===== config.mk =====
export PLATFORM = sky130hd
export DESIGN_NAME = boost_startup_seq
export DESIGN_NICKNAME = d
export VERILOG_FILES = /design/src/rtl/boost_seq_pkg.sv /design/src/rtl/boost_seq_dp.sv /design/src/rtl/boost_seq_ctrl.sv /design/src/rtl/boost_startup_seq.sv
export SDC_FILE = /design/constraint.sdc
export NUM_CORES = 1
export LEC_CHECK = 0
export ABC_AREA = 1
export BUFFER_PORTS_ARGS = -buffer_cell sky130_fd_sc_hd__buf_2
export CAP_MARGIN = 5
export CORE_MARGIN = 2
export CORE_UTILIZATION = 45
export CTS_CLUSTER_SIZE = 30
export DETAILED_ROUTE_END_ITERATION = 10
export PLACE_DENSITY_LB_ADDON = 0.08
export SLEW_MARGIN = 10
export SYNTH_ARGS = -nofsm -noshare
export SYNTH_HDL_FRONTEND = slang
export SYNTH_SLANG_ARGS = --single-unit
export TNS_END_PERCENT = 1

===== constraint.sdc =====
create_clock -name clk -period 2.4 [get_ports clk]
set_input_delay 0.24 -clock clk [delete_from_list [all_inputs] [get_ports clk]]
set_output_delay 0.24 -clock clk [all_outputs]
set_load 0.03 [all_outputs]

===== src/rtl/boost_seq_pkg.sv =====
package boost_seq_pkg;

  typedef enum logic [2:0] {
    ST_OFF,
    ST_CHECK,
    ST_INRUSH,
    ST_SOFT,
    ST_RUN,
    ST_LATCH
  } seqState_t;

  // strobes from control to datapath
  typedef struct packed {
    logic clrTimer;
    logic incStep;
    logic clrStep;
    logic clrArm;
    logic fetOn;
  } seqStrobe_t;

endpackage


===== src/rtl/boost_seq_dp.sv =====
module boost_seq_dp
  import boost_seq_pkg::*;
#(
  parameter int INRUSH_MS   = 4,
  parameter int STEP_MS     = 2,
  parameter int STEP_LOW_MS = 4,
  parameter int EN_OFF_MS   = 28,
  parameter int CHECK_TO_MS = 31,
  parameter int STEP_W      = 3,
  parameter int CW          = 6
)(
  input  logic              clk,
  input  logic              rst_n,
  input  logic              msTick,
  input  logic              enable,
  input  logic              voutAbove,
  input  logic              lowDuty,
  input  seqStrobe_t        strobe,
  output logic [STEP_W-1:0] stepCode,
  output logic              checkExpired,
  output logic              inrushDone,
  output logic              dwellDone,
  output logic              enOffDone,
  output logic              shortSeen
);

  localparam logic [CW:0] LIM_INRUSH = (CW+1)'(INRUSH_MS);
  localparam logic [CW:0] LIM_STEP   = (CW+1)'(STEP_MS);
  localparam logic [CW:0] LIM_LOW    = (CW+1)'(STEP_LOW_MS);
  localparam logic [CW:0] LIM_ENOFF  = (CW+1)'(EN_OFF_MS);
  localparam logic [CW:0] LIM_CHECK  = (CW+1)'(CHECK_TO_MS);
  localparam logic [CW-1:0] CNT_TOP  = {CW{1'b1}};
  localparam logic [CW-1:0] EN_SAT   = CW'(EN_OFF_MS);

  logic [CW-1:0] msCnt;
  logic [CW-1:0] enLowCnt;
  logic          armed;
  logic [CW:0]   msCntNext;
  logic [CW:0]   enLowNext;
  logic [CW:0]   dwellLim;

  // phase timer
  always_ff @(posedge clk or negedge rst_n) begin
    if (!rst_n)               msCnt <= '0;
    else if (strobe.clrTimer) msCnt <= '0;
    else if (msTick && msCnt != CNT_TOP) msCnt <= msCnt + 1'b1;
  end

  // enable-low filter counter
  always_ff @(posedge clk or negedge rst_n) begin
    if (!rst_n)      enLowCnt <= '0;
    else if (enable) enLowCnt <= '0;
    else if (msTick && enLowCnt != EN_SAT) enLowCnt <= enLowCnt + 1'b1;
  end

  // current-limit step code
  always_ff @(posedge clk or negedge rst_n) begin
    if (!rst_n)              stepCode <= '0;
    else if (strobe.clrStep) stepCode <= '0;
    else if (strobe.incStep) stepCode <= stepCode + 1'b1;
  end

  // output-short detector: armed once output is up with FET closed
  always_ff @(posedge clk or negedge rst_n) begin
    if (!rst_n)             armed <= 1'b0;
    else if (strobe.clrArm) armed <= 1'b0;
    else if (strobe.fetOn && voutAbove) armed <= 1'b1;
  end

  always_comb begin
    msCntNext    = {1'b0, msCnt} + {{CW{1'b0}}, 1'b1};
    enLowNext    = {1'b0, enLowCnt} + {{CW{1'b0}}, 1'b1};
    dwellLim     = lowDuty ? LIM_LOW : LIM_STEP;
    checkExpired = msTick && (msCntNext >= LIM_CHECK);
    inrushDone   = msTick && (msCntNext >= LIM_INRUSH);
    dwellDone    = msTick && (msCntNext >= dwellLim);
    enOffDone    = !enable && msTick && (enLowNext >= LIM_ENOFF);
    shortSeen    = armed && !voutAbove;
  end

  // code moves only by one step up or back to zero
  assert_step_by_one_R5: assert property (@(posedge clk) disable iff (!rst_n)
    (stepCode != $past(stepCode)) |->
      ((stepCode == ($past(stepCode) + STEP_W'(1))) || (stepCode == '0)));

endmodule


===== src/rtl/boost_seq_ctrl.sv =====
module boost_seq_ctrl
  import boost_seq_pkg::*;
#(
  parameter int STEP_W = 3
)(
  input  logic              clk,
  input  logic              rst_n,
  input  logic              enable,
  input  logic              uvFlag,
  input  logic              swStartOk,
  input  logic [STEP_W-1:0] stepCode,
  input  logic              checkExpired,
  input  logic              inrushDone,
  input  logic              dwellDone,
  input  logic              enOffDone,
  input  logic              shortSeen,
  output seqStrobe_t        strobe,
  output logic              protFetEn,
  output logic              boostEn
);

  localparam logic [STEP_W-1:0] MAX_CODE  = {STEP_W{1'b1}};
  localparam logic [STEP_W-1:0] LAST_RAMP = MAX_CODE - 1'b1;

  seqState_t st, nextSt;
  logic fetState, nextRamp, nextFet;

  always_ff @(posedge clk or negedge rst_n) begin
    if (!rst_n) st <= ST_OFF;
    else        st <= nextSt;
  end

  always_comb begin
    nextSt = st;
    if (st == ST_LATCH)                  nextSt = ST_LATCH;
    else if (st != ST_OFF && uvFlag)     nextSt = ST_OFF;
    else if (st != ST_OFF && enOffDone)  nextSt = ST_OFF;
    else if (shortSeen)                  nextSt = ST_LATCH;
    else begin
      unique case (st)
        ST_OFF:    if (enable && !uvFlag) nextSt = ST_CHECK;
        ST_CHECK:  if (swStartOk)         nextSt = ST_INRUSH;
                   else if (checkExpired) nextSt = ST_LATCH;
        ST_INRUSH: if (inrushDone)        nextSt = ST_SOFT;
        ST_SOFT:   if (dwellDone && stepCode == LAST_RAMP) nextSt = ST_RUN;
        ST_RUN:    nextSt = ST_RUN;
        default:   nextSt = ST_LATCH;
      endcase
    end
  end

  always_comb begin
    fetState = (st == ST_INRUSH) || (st == ST_SOFT) || (st == ST_RUN);
    nextRamp = (nextSt == ST_SOFT) || (nextSt == ST_RUN);
    nextFet  = nextRamp || (nextSt == ST_INRUSH);
    protFetEn = fetState;
    boostEn   = (st == ST_SOFT) || (st == ST_RUN);
    strobe.fetOn    = fetState;
    strobe.clrTimer = (nextSt != st) || ((st == ST_SOFT) && dwellDone);
    strobe.incStep  = (st == ST_SOFT) && dwellDone && nextRamp;
    strobe.clrStep  = !nextRamp;
    strobe.clrArm   = !nextFet;
  end

  // undervoltage drops the sequence on the next edge
  assert_uv_resets_R9: assert property (@(posedge clk) disable iff (!rst_n)
    (uvFlag && st != ST_LATCH) |=> (st == ST_OFF && !boostEn));

  // switching only with the protection switch closed
  assert_fet_under_boost_R11: assert property (@(posedge clk) disable iff (!rst_n)
    boostEn |-> protFetEn);

  // switching can only start out of the inrush window
  assert_boost_after_inrush_R4: assert property (@(posedge clk) disable iff (!rst_n)
    $rose(boostEn) |-> ($past(st) == ST_INRUSH && stepCode == '0));

  // running means the top current-limit code
  assert_run_at_max_R7: assert property (@(posedge clk) disable iff (!rst_n)
    (st == ST_RUN) |-> (stepCode == MAX_CODE));

  // FET stays open while the switch-node check fails
  assert_fet_waits_check_R2: assert property (@(posedge clk) disable iff (!rst_n)
    (st == ST_CHECK && !swStartOk) |=> !protFetEn);

endmodule


===== src/rtl/boost_startup_seq.sv =====
module boost_startup_seq
  import boost_seq_pkg::*;
#(
  parameter int INRUSH_MS   = 4,
  parameter int STEP_MS     = 2,
  parameter int STEP_LOW_MS = 4,
  parameter int EN_OFF_MS   = 28,
  parameter int CHECK_TO_MS = 31,
  parameter int STEP_W      = 3
)(
  input  logic              clk,
  input  logic              rst_n,
  input  logic              enable,
  input  logic              uvFlag,
  input  logic              swStartOk,
  input  logic              voutAbove,
  input  logic              lowDuty,
  input  logic              msTick,
  output logic              protFetEn,
  output logic              boostEn,
  output logic [STEP_W-1:0] ilimCode
);

  localparam int MAX_A  = (INRUSH_MS > STEP_MS) ? INRUSH_MS : STEP_MS;
  localparam int MAX_B  = (STEP_LOW_MS > EN_OFF_MS) ? STEP_LOW_MS : EN_OFF_MS;
  localparam int MAX_AB = (MAX_A > MAX_B) ? MAX_A : MAX_B;
  localparam int MAX_L  = (MAX_AB > CHECK_TO_MS) ? MAX_AB : CHECK_TO_MS;
  localparam int CW     = $clog2(MAX_L + 2);

  seqStrobe_t strobe;
  logic checkExpired, inrushDone, dwellDone, enOffDone, shortSeen;

  boost_seq_dp #(
    .INRUSH_MS(INRUSH_MS), .STEP_MS(STEP_MS), .STEP_LOW_MS(STEP_LOW_MS),
    .EN_OFF_MS(EN_OFF_MS), .CHECK_TO_MS(CHECK_TO_MS), .STEP_W(STEP_W), .CW(CW)
  ) u_dp (
    .clk(clk), .rst_n(rst_n), .msTick(msTick), .enable(enable),
    .voutAbove(voutAbove), .lowDuty(lowDuty), .strobe(strobe),
    .stepCode(ilimCode), .checkExpired(checkExpired), .inrushDone(inrushDone),
    .dwellDone(dwellDone), .enOffDone(enOffDone), .shortSeen(shortSeen)
  );

  boost_seq_ctrl #(.STEP_W(STEP_W)) u_ctrl (
    .clk(clk), .rst_n(rst_n), .enable(enable), .uvFlag(uvFlag),
    .swStartOk(swStartOk), .stepCode(ilimCode), .checkExpired(checkExpired),
    .inrushDone(inrushDone), .dwellDone(dwellDone), .enOffDone(enOffDone),
    .shortSeen(shortSeen), .strobe(strobe), .protFetEn(protFetEn),
    .boostEn(boostEn)
  );

endmodule


### Word-level counts from Yosys, hierarchy flattened

Cells that the tools add are included.

| cells by class | value |
|---|---|
| add/subtract/negate cells | 5 |
| magnitude comparators | 4 |
| equality and inequality tests | 14 |
| muxes and demuxes | 19 |
| reductions and logical operators | 28 |

Operators by type and width:

| operator | count |
|---|---|
| $mux 3 | 12 |
| $mux 6 | 4 |
| $logic_and 1x1->1 | 15 |
| $pmux 3 s5 | 1 |
| $add 6x1->7 const B | 2 |
| $ge 7x5->1 const B | 2 |
| $add 6x1->6 const B | 2 |
| $eq 3x2->1 const B | 4 |
| $eq 3x3->1 const B | 4 |
| $ge 7x3->1 const B | 1 |
| $ge 7x7->1 | 1 |
| $logic_or 1x1->1 | 6 |
| $ne 6x5->1 const B | 1 |
| $ne 6x6->1 const B | 1 |
| $ne 2x2->1 const B | 2 |
| $reduce_bool 2->1 | 2 |
| $add 3x1->3 const B | 1 |
| $eq 3x1->1 const B | 1 |
| $logic_not 1->1 | 3 |
| $logic_not 3->1 | 1 |
| $ne 3x3->1 | 1 |
| $reduce_bool 3->1 | 1 |
| $mux 1 | 2 |

| word-level totals | value |
|---|---|
| register bits after elaboration | 19 |
| bits of input ports | 8 |

### Depth between registers and ports, before layout

Gate-level depths: netlist of run 1.

| depth | value |
|---|---|
| depth after elaboration | 15 |
| mapped depth | 18 |

### Hierarchy

From an unflattened synthesis of run 1, not the netlist that was laid out.

| second synthesis, totals | value |
|---|---|
| cell total of the unflattened synthesis | 201 |
| area, all modules | 1418.9 sq um |

By module, submodules not included:

| module | instances | cells each | area an instance (sq um) | sequential area each (sq um) |
|---|---|---|---|---|
| boost_seq_dp | 1 | 131 | 1041.0 | 400.4 |
| boost_seq_ctrl | 1 | 70 | 377.9 | 75.1 |

### Least setup slack after synthesis of run 1

Ideal clock, no wire load.

| timing path | value |
|---|---|
| path type | register to register |
| from | register u_dp.msCnt[0] |
| to | register u_dp.msCnt[0] |
| arrival | 2.115 ns |
| setup slack | 0.216 ns |
| stages on the path, launching flop included | 18 |
| clock period less this slack | 2.184 ns |
| cell sequence | dfrtp_1 -> ha_1 -> inv_1 -> nand2_1 -> nand2_1 -> inv_1 -> ha_1 -> a21oi_1 -> nand3_4 -> nand3_2 -> nand2_2 -> nand2_2 -> nand2_4 -> nand2_2 -> nand2_1 -> nor2_2 -> nand2_4 -> nor2_2 |

| on the way | value |
|---|---|
| longest elaborated chain between the ends | 13 |
| elaborated cells between the ends (all ways) | 26 |

Ends and longest elaborated chain:

| item | line | RTL |
|---|---|---|
| from (decl) | boost_seq_dp.sv:35 | `logic [CW-1:0] msCnt;` |
| from (signal assigned) | boost_seq_dp.sv:46 | `else if (msTick && msCnt != CNT_TOP) msCnt <= msCnt + 1'b1;` |
| $add 6x1->7 | boost_seq_dp.sv:71 | `msCntNext = {1'b0, msCnt} + {{CW{1'b0}}, 1'b1};` |
| $ge 7x5->1 or $ge 7x7->1 (tied branches) | boost_seq_dp.sv:74, boost_seq_dp.sv:76 |  |
| $logic_and 1x1->1, on equally long branches | boost_seq_dp.sv:74, boost_seq_dp.sv:76 |  |
| $mux 3 or $logic_and 1x1->1 (tied branches) | boost_seq_ctrl.sv:43, boost_seq_ctrl.sv:45 |  |
| $mux 3, on equally long branches | boost_seq_ctrl.sv:42, boost_seq_ctrl.sv:45 |  |
| $pmux 3 s5 | boost_seq_ctrl.sv:40 | `unique case (st)` |
| $mux 3 | boost_seq_ctrl.sv:38 | `else if (shortSeen) nextSt = ST_LATCH;` |
| $mux 3 | boost_seq_ctrl.sv:37 | `else if (st != ST_OFF && enOffDone) nextSt = ST_OFF;` |
| $mux 3 | boost_seq_ctrl.sv:36 | `else if (st != ST_OFF && uvFlag) nextSt = ST_OFF;` |
| $mux 3 | boost_seq_ctrl.sv:35 | `if (st == ST_LATCH) nextSt = ST_LATCH;` |
| $ne 3x3->1 | boost_seq_ctrl.sv:59 | `strobe.clrTimer = (nextSt != st) \|\| ((st == ST_SOFT) && dwellDone);` |
| $logic_or 1x1->1 | boost_seq_ctrl.sv:59 |  |
| $mux 6 or $reduce_bool 2->1 (tied branches) | -- |  |

Several ways; a longest one is shown, not always the timed one. The select of a mux whose other input is x is not followed.
A chain may end at the register's enable or synchronous reset.

### Worst setup path after layout of run 1

Same ends and word-level chain as after synthesis.

==> flow_metrics.env, run 1 <==
export IMPL_grt_antenna_before_repair=0
export IMPL_ys_flop_type="dfrtp_1"
export IMPL_num_nets_final=251
export IMPL_cp_buffers_inverters=2
export IMPL_crit_family="simple AND/OR/NAND/NOR gates"
export IMPL_drv_cap=0
export IMPL_multi_input_area_um2=952.2
export IMPL_vias=1352
export IMPL_dpl_cell_area_um2=1642
export IMPL_p_leak_nw=0.9147
export IMPL_grtUsageTotal=0.1777
export IMPL_yosysTopAreaCell="dfrtp_1"
export IMPL_synth_fp_nets=227
export IMPL_rows=21
export IMPL_io_pins=13
export IMPL_reg2reg_slack_ns=0.15
export IMPL_hpwl_mm=2.442
export IMPL_core_area_um2=3284
export IMPL_synth_seq_cells=19
export IMPL_viasPerCell=4.829
export IMPL_ys_seq_area_frac=0.3151
export IMPL_ys_top_cells_by_area="dfrtp_1 32%, nand2_1 11%, inv_1 8.7%, ha_1 6.6%, nor2_2 5.4%"
export IMPL_fin_crit_ns=2.252
export IMPL_clk_latency_ns=0.30
export IMPL_io_buffers=12
export IMPL_end_kind="flip-flop"
export IMPL_crit_fanout=6
export IMPL_cts_root_buf="clkbuf_4"
export IMPL_slew_headroom=0.6147
export IMPL_crit_required_ns=2.64
export IMPL_first_pass_iters=4
export IMPL_drc=0
export IMPL_grt_pass1_vias=1206
export IMPL_dieHeight_um=61.91
export IMPL_fmaxAchievable_mhz=444.1
export IMPL_grt_max_degree=20
export IMPL_grt_pass1_wl_mm=5.050
export IMPL_drv_slew=0
export IMPL_n_antenna_cell=0
export IMPL_fin_skew_ns=0.005352
export IMPL_cts_buffer_depth=2
export IMPL_fin_area_um2=1788
export IMPL_hp_class="in2reg"
export IMPL_fp_dieW_um=61.91
export IMPL_gp_congestion=0.9142
export IMPL_clkTransAtPathRegs_ns=0.12
export IMPL_fp_dieArea_um2=3832
export IMPL_cp_cell_sequence="inv_2, ha_4, ha_4, nand2_1, nand2_1, a21oi_2, nand3_4, buf_4, nand4_1, nand2_2, nand2_2, nand3_1, nand2_1, nor2_2, nand2_4, nor2_2"
export IMPL_async_flop_share=1.000
export IMPL_wirelength_mm=3.152
export IMPL_drtIter0Drc=60
export IMPL_setup_viol=0
export IMPL_max_stage_delay_ns=0.47
export IMPL_pwr_density_cell_nw_per_um2=974.2
export IMPL_cts_tree="done"
export IMPL_avgSynthCellArea_um2=7.151
export IMPL_syn2layout_area_growth_pct=18.49
export IMPL_finalCritPeriodShare=0.9382
export IMPL_path_common_cell="nand2_1"
export IMPL_hold_ws_ns=0.2125
export IMPL_start_kind="flip-flop"
export IMPL_outcome="completed"
export IMPL_worstMarginPinSlew_ns=0.5759
export IMPL_synthTopCellsByCount="46 x nand2_1, 35 x inv_1, 19 x dfrtp_1"
export IMPL_regArea_um2=478.0
export IMPL_wl_per_cell_um=11.26
export IMPL_syn_inst=211
export IMPL_synth_edff_count=0
export IMPL_initial_core_util=0.4594
export IMPL_cts_made_buffers=3
export IMPL_synth_area_um2=1509
export IMPL_hold_violations=0
export IMPL_drive_gt1_frac=0.2991
export IMPL_synthMostInstantiatedCell="nand2_1"
export IMPL_critical_path_arrival_ns=2.49
export IMPL_yosysTopAreaCellShare=0.3151
export IMPL_synth_cell_types=26
export IMPL_ys_warn_count=0
export IMPL_clock_sinks=19
export IMPL_n_fill_cell=325
export IMPL_critPathKind="reg2reg"
export IMPL_globalRouteOverflowTotal=0
export IMPL_ctsHtreeMaxLevel=1
export IMPL_cpMaxStageDelayCell="dfrtp_2"
export IMPL_ir_drop_v=0.0005183
export IMPL_ant_nets=0
==> flip-flops by register name, summed over array words and instances, names as in the netlist <==
register and count:
u_dp.stepCode 3, u_dp.armed 1, u_ctrl.st 3, u_dp.msCnt 6, u_dp.enLowCnt 6
==> layer usage <==
metal	wire length, µm	up-vias	share of wire	track usage
met3	65	4	0.021	0.02899
met4	37	0	0.012	0.07295
met5	0	-	0	0
met2	1587	13	0.50	0.2977
li1	-	703	-	-
met1	1463	632	0.46	0.2272
==> final cells by class <==
class,count,share of cell area
multi-input cells,152,0.5325
inverters,38,0.07978
repair buffers,21,0.07278
clock inverters,1,0.002799
well taps,46,0.03219
flip-flops and latches,19,0.2673
clock buffers,3,0.01260
==> cells in the final DEF (no fill, tap or decap), drive strengths merged <==
cell type	Yosys	final
clkbuf	2	3
o211ai	1	1
ha	8	8
o21ai	12	12
o21bai	1	1
a41oi	1	1
xor2	6	6
clkinv	0	1
inv	38	38
buf	0	20
o22ai	2	2
nor4	1	1
nand3	18	18
nor3	1	1
nand4	4	4
a21oi	5	5
nand2	58	58
dlygate4sd3	0	1
dfrtp	19	19
nor2	34	34
==> per-stage QoR <==
| stage | utilization | cells | setup WS [ns] | power [mW] | TNS (ns) |
|---|---|---|---|---|---|
| 3_3_place_gp | 0.4998 | 270 | 0.08768 | 1.388 | 0 |
| 3_5_place_dp | 0.4998 | 270 | 0.02793 | 1.411 | 0 |
| 6_report | 0.5444 | 280 | 0.1484 | 1.742 | 0 |
| 5_1_grt | 0.5444 | 280 | -0.01302 | 1.911 | -0.01302 |
| 4_1_cts | 0.5112 | 275 | 0.001328 | 1.584 | 0 |
| 2_1_floorplan | - | 211 | 0.2156 | 1.197 | 0 |
==> cell families (layout without fill, tap and decap cells) <==
group | count (synthesis) | count (layout) | share of synthesized area
adders and majority gates | 8 | 8 | 0.06634
buffers and inverters | 40 | 63 | 0.09951
AOI/OAI and AO/OA | 22 | 22 | 0.08790
and+or+nand+nor | 116 | 116 | 0.3963
DFF | 19 | 19 | 0.3151
xor gates and xnor gates | 6 | 6 | 0.03483
==> path summary, 6_finish.rpt <==
kind / cells after the start / start / end
setup / recovery: 16 / u_dp.msCnt[0] / u_dp.msCnt[0]
min in group asynchronous: 2 / rst_n / u_dp.enLowCnt[3]
hold / removal: 3 / voutAbove / u_dp.armed
setup reg to reg: 16 / u_dp.msCnt[0] / u_dp.msCnt[0]
max in group asynchronous: 2 / rst_n / u_dp.msCnt[0]
hold reg to reg: 2 / u_dp.armed / u_dp.armed
==> worst min-delay path: cells and delay by family <==
family,cells,cell delay [ns]
buf+inv,1,0.09
simple gates,1,0.09
compound gates,1,0.06
==> timing repair <==
action | 4_1_cts | 5_1_grt
gates resized for setup | 0 | 12
buffers inserted | 0 | 5
hold buffers | 1 | 0
hold endpoints to repair | 19 | 0
endpoints found under the setup margin | 0 | 9
==> where the power goes <==
part / leakage (nW) / internal (mW) / total [mW] / switching (mW)
clock: 0.0177 / 0.0621 / 0.173 / 0.111
sequential: 0.256 / 0.381 / 0.474 / 0.0937
combinational: 0.641 / 0.439 / 1.09 / 0.656
No activity file was read; power rests on OpenSTA's default activity.
==> run 2, diff against run 1 <==
--- a/config.mk
+++ b/config.mk
@@ -13,6 +13,7 @@
 export CTS_CLUSTER_SIZE = 30
 export DETAILED_ROUTE_END_ITERATION = 10
 export PLACE_DENSITY_LB_ADDON = 0.08
+export REMOVE_ABC_BUFFERS = 1
 export SLEW_MARGIN = 10
 export SYNTH_ARGS = -nofsm -noshare
 export SYNTH_HDL_FRONTEND = slang
==> run 2 against run 1 <==
Compared with the run above:
- largest power group unchanged
- register-to-register slack gained 0.03 ns
- critical endpoint is now u_dp.msCnt[1]
- worst hold slack worse by 0.016 ns
- critical path type unchanged
- non-clock buffer count shrank 2
- global-route usage is 0.48 points higher
- final area rose by 0.14%
- total power up 2.7%
- worst setup slack better by 0.026 ns
- routed wire length grew 3.1%
- die area unchanged
- critical path depth unchanged
- clock power up 3%
- flip-flop and latch count unchanged
==> flow_metrics.env, run 2 (synthesis results as in run 1) <==
export IMPL_use_met2=0.3188
export IMPL_setup_viol=0
export IMPL_cts_tree="done"
export IMPL_cts_buffer_depth=2
export IMPL_io_pins=13
export IMPL_clkTransAtPathRegs_ns=0.13
export IMPL_start_kind="flip-flop"
export IMPL_globalRouteOverflowTotal=0
export IMPL_rows=21
export IMPL_critical_path_arrival_ns=2.47
export IMPL_outcome="completed"
export IMPL_end_kind="flip-flop"
export IMPL_layout_common_cells="43 x nand2_1, 35 x inv_1, 18 x nor2_1"
export IMPL_grt_use_met1=0.2262
export IMPL_core_area_um2=3284
export IMPL_slew_headroom=0.6032
export IMPL_gp_congestion=0.9146
export IMPL_syn2layout_area_growth_pct=18.66
export IMPL_fin_skew_ns=0.006326
export IMPL_rsz0062_at_grt="false"
export IMPL_fmaxAchievable_mhz=449.3
export IMPL_fin_crit_ns=2.226
export IMPL_p_leak_nw=0.9117
export IMPL_cts_made_buffers=3
export IMPL_drv_slew=0
export IMPL_dieHeight_um=61.91
export IMPL_hp_class="in2reg"
export IMPL_clk_latency_ns=0.31
export IMPL_vias=1383
export IMPL_first_pass_iters=4
export IMPL_grt_pass1_wl_mm=5.257
export IMPL_grt_max_degree=20
export IMPL_ctsHtreeMaxLevel=1
export IMPL_grt_pass1_vias=1264
export IMPL_cpMaxStageDelayCell="dfrtp_2"
export IMPL_finalCritPeriodShare=0.9273
export IMPL_io_buffers=12
export IMPL_hold_violations=0
export IMPL_clock_sinks=19
export IMPL_cts_root_buf="clkbuf_4"
export IMPL_top_regs="u_dp.enLowCnt x6, u_dp.msCnt x6"
export IMPL_hpwl_mm=2.490
export IMPL_dpl_worst_slack_ns=0.003990
export IMPL_crit_required_ns=2.65
export IMPL_crit_fanout=6
export IMPL_n_fill_cell=323
export IMPL_path_common_cell="nand2_2"
export IMPL_wirelength_mm=3.251
export IMPL_grt_antenna_before_repair=0
export IMPL_final_common_cell="nand2_1"
export IMPL_initial_core_util=0.4594
export IMPL_drtIter0Drc=93
export IMPL_grtUsageTotal=0.1825
export IMPL_fp_dieArea_um2=3832
export IMPL_critPathKind="reg2reg"
export IMPL_finalSetupTns_ns=0
export IMPL_n_antenna_cell=0
export IMPL_fin_ws_ns=0.1745
export IMPL_pwr_density_cell_nw_per_um2=998.6
export IMPL_cp_cell_sequence="inv_2, ha_4, ha_4, nand2_1, nand2_1, a21oi_2, nand3_4, nand3_2, nand2_2, nand2_2, nand2_4, nand2_2, nand2_2, nor2_4, nand2_4, nor2_4"
export IMPL_ir_drop_v=0.0006120
export IMPL_fp_dieW_um=61.91
export IMPL_ant_nets=0
export IMPL_drc=0
export IMPL_drv_cap=0
export IMPL_busiest_layer="met2"
export IMPL_viasPerCell=4.975
export IMPL_worstMarginPinSlew_ns=0.5930
export IMPL_max_stage_delay_ns=0.47
export IMPL_wl_per_cell_um=11.69
export IMPL_num_nets_final=249
export IMPL_drive_gt1_frac=0.3017
export IMPL_gr_usage_met3=0.02899
==> run 2: cell types whose count changed in the layout (fill, tap and decap cells not counted), sizes merged <==
cell,delta
buf,-2
==> run 2: report_power, final <==
group	total [mW]	switching [mW]	internal [mW]
Sequential	0.473	0.0920	0.381
Combinational	1.14	0.703	0.434
Clock	0.178	0.116	0.0623
==> run 2: per-stage QoR <==
| stage | area [µm²] | std cells | hold slack [ns] | total power [mW] | util |
|---|---|---|---|---|---|
| final | 1790 | 278 | 0.1963 | 1.788 | 0.5451 |
| after global routing | 1790 | 278 | 0.1960 | 1.958 | 0.5451 |
| after CTS | 1683 | 275 | 0.1976 | 1.609 | 0.5124 |
| after detailed placement | 1642 | 270 | 0.2199 | 1.418 | 0.4998 |
| after global placement | 1642 | 270 | 0.2127 | 1.387 | 0.4998 |
| after floorplan | 1501 | 209 | -0.05559 | 1.194 | - |
==> run 2: worst paths after layout <==
check,endpoint,start,cells past startpoint,slack [ns]
worst max-delay path,u_dp.msCnt[1],u_dp.msCnt[0],16,0.17
worst min-delay path,u_dp.armed,voutAbove,3,0.20
worst max register to register,u_dp.msCnt[1],u_dp.msCnt[0],16,0.17
worst min register to register,u_dp.armed,u_dp.armed,2,0.53
max in group asynchronous,u_dp.msCnt[0],rst_n,2,1.67
min in group asynchronous,u_dp.enLowCnt[0],rst_n,2,0.39
==> run 2: timing repair <==
action | 4_1_cts | 5_1_grt
hold endpoints to repair | 19 | 0
gates resized for setup | 1 | 15
hold buffers | 1 | 0
pin swaps | 0 | 8
endpoints found under the setup margin | 5 | 9
cloned | 0 | 0
setup buffers | 0 | 3
==> run 2: final cells by class <==
| cell class | count | area, µm² | area share |
|---|---|---|---|
| sequential | 19 | 478.0 | 0.2669 |
| timing repair buffer | 19 | 115.1 | 0.06429 |
| multi-input combinational | 152 | 969.7 | 0.5416 |
| clock inverter | 1 | 5.005 | 0.002795 |
| inverter | 38 | 142.6 | 0.07966 |
| tap | 46 | 57.56 | 0.03215 |
| clock buffer | 3 | 22.52 | 0.01258 |
==> run 2: per-layer routing <==
layer | vias to the layer above | share of wire
met4 | 0 | 0.019
met3 | 7 | 0.022
met5 | - | 0
met1 | 659 | 0.46
met2 | 17 | 0.50
li1 | 700 | -
==> run 2: worst max-delay path, delay by kind of cell, from the launching register on <==
family          cells  cell delay [ns]
compound gates      1             0.18
simple gates       12             0.98
fa+ha+maj           2             0.43
flops               1             0.47
buf+inv             1             0.10
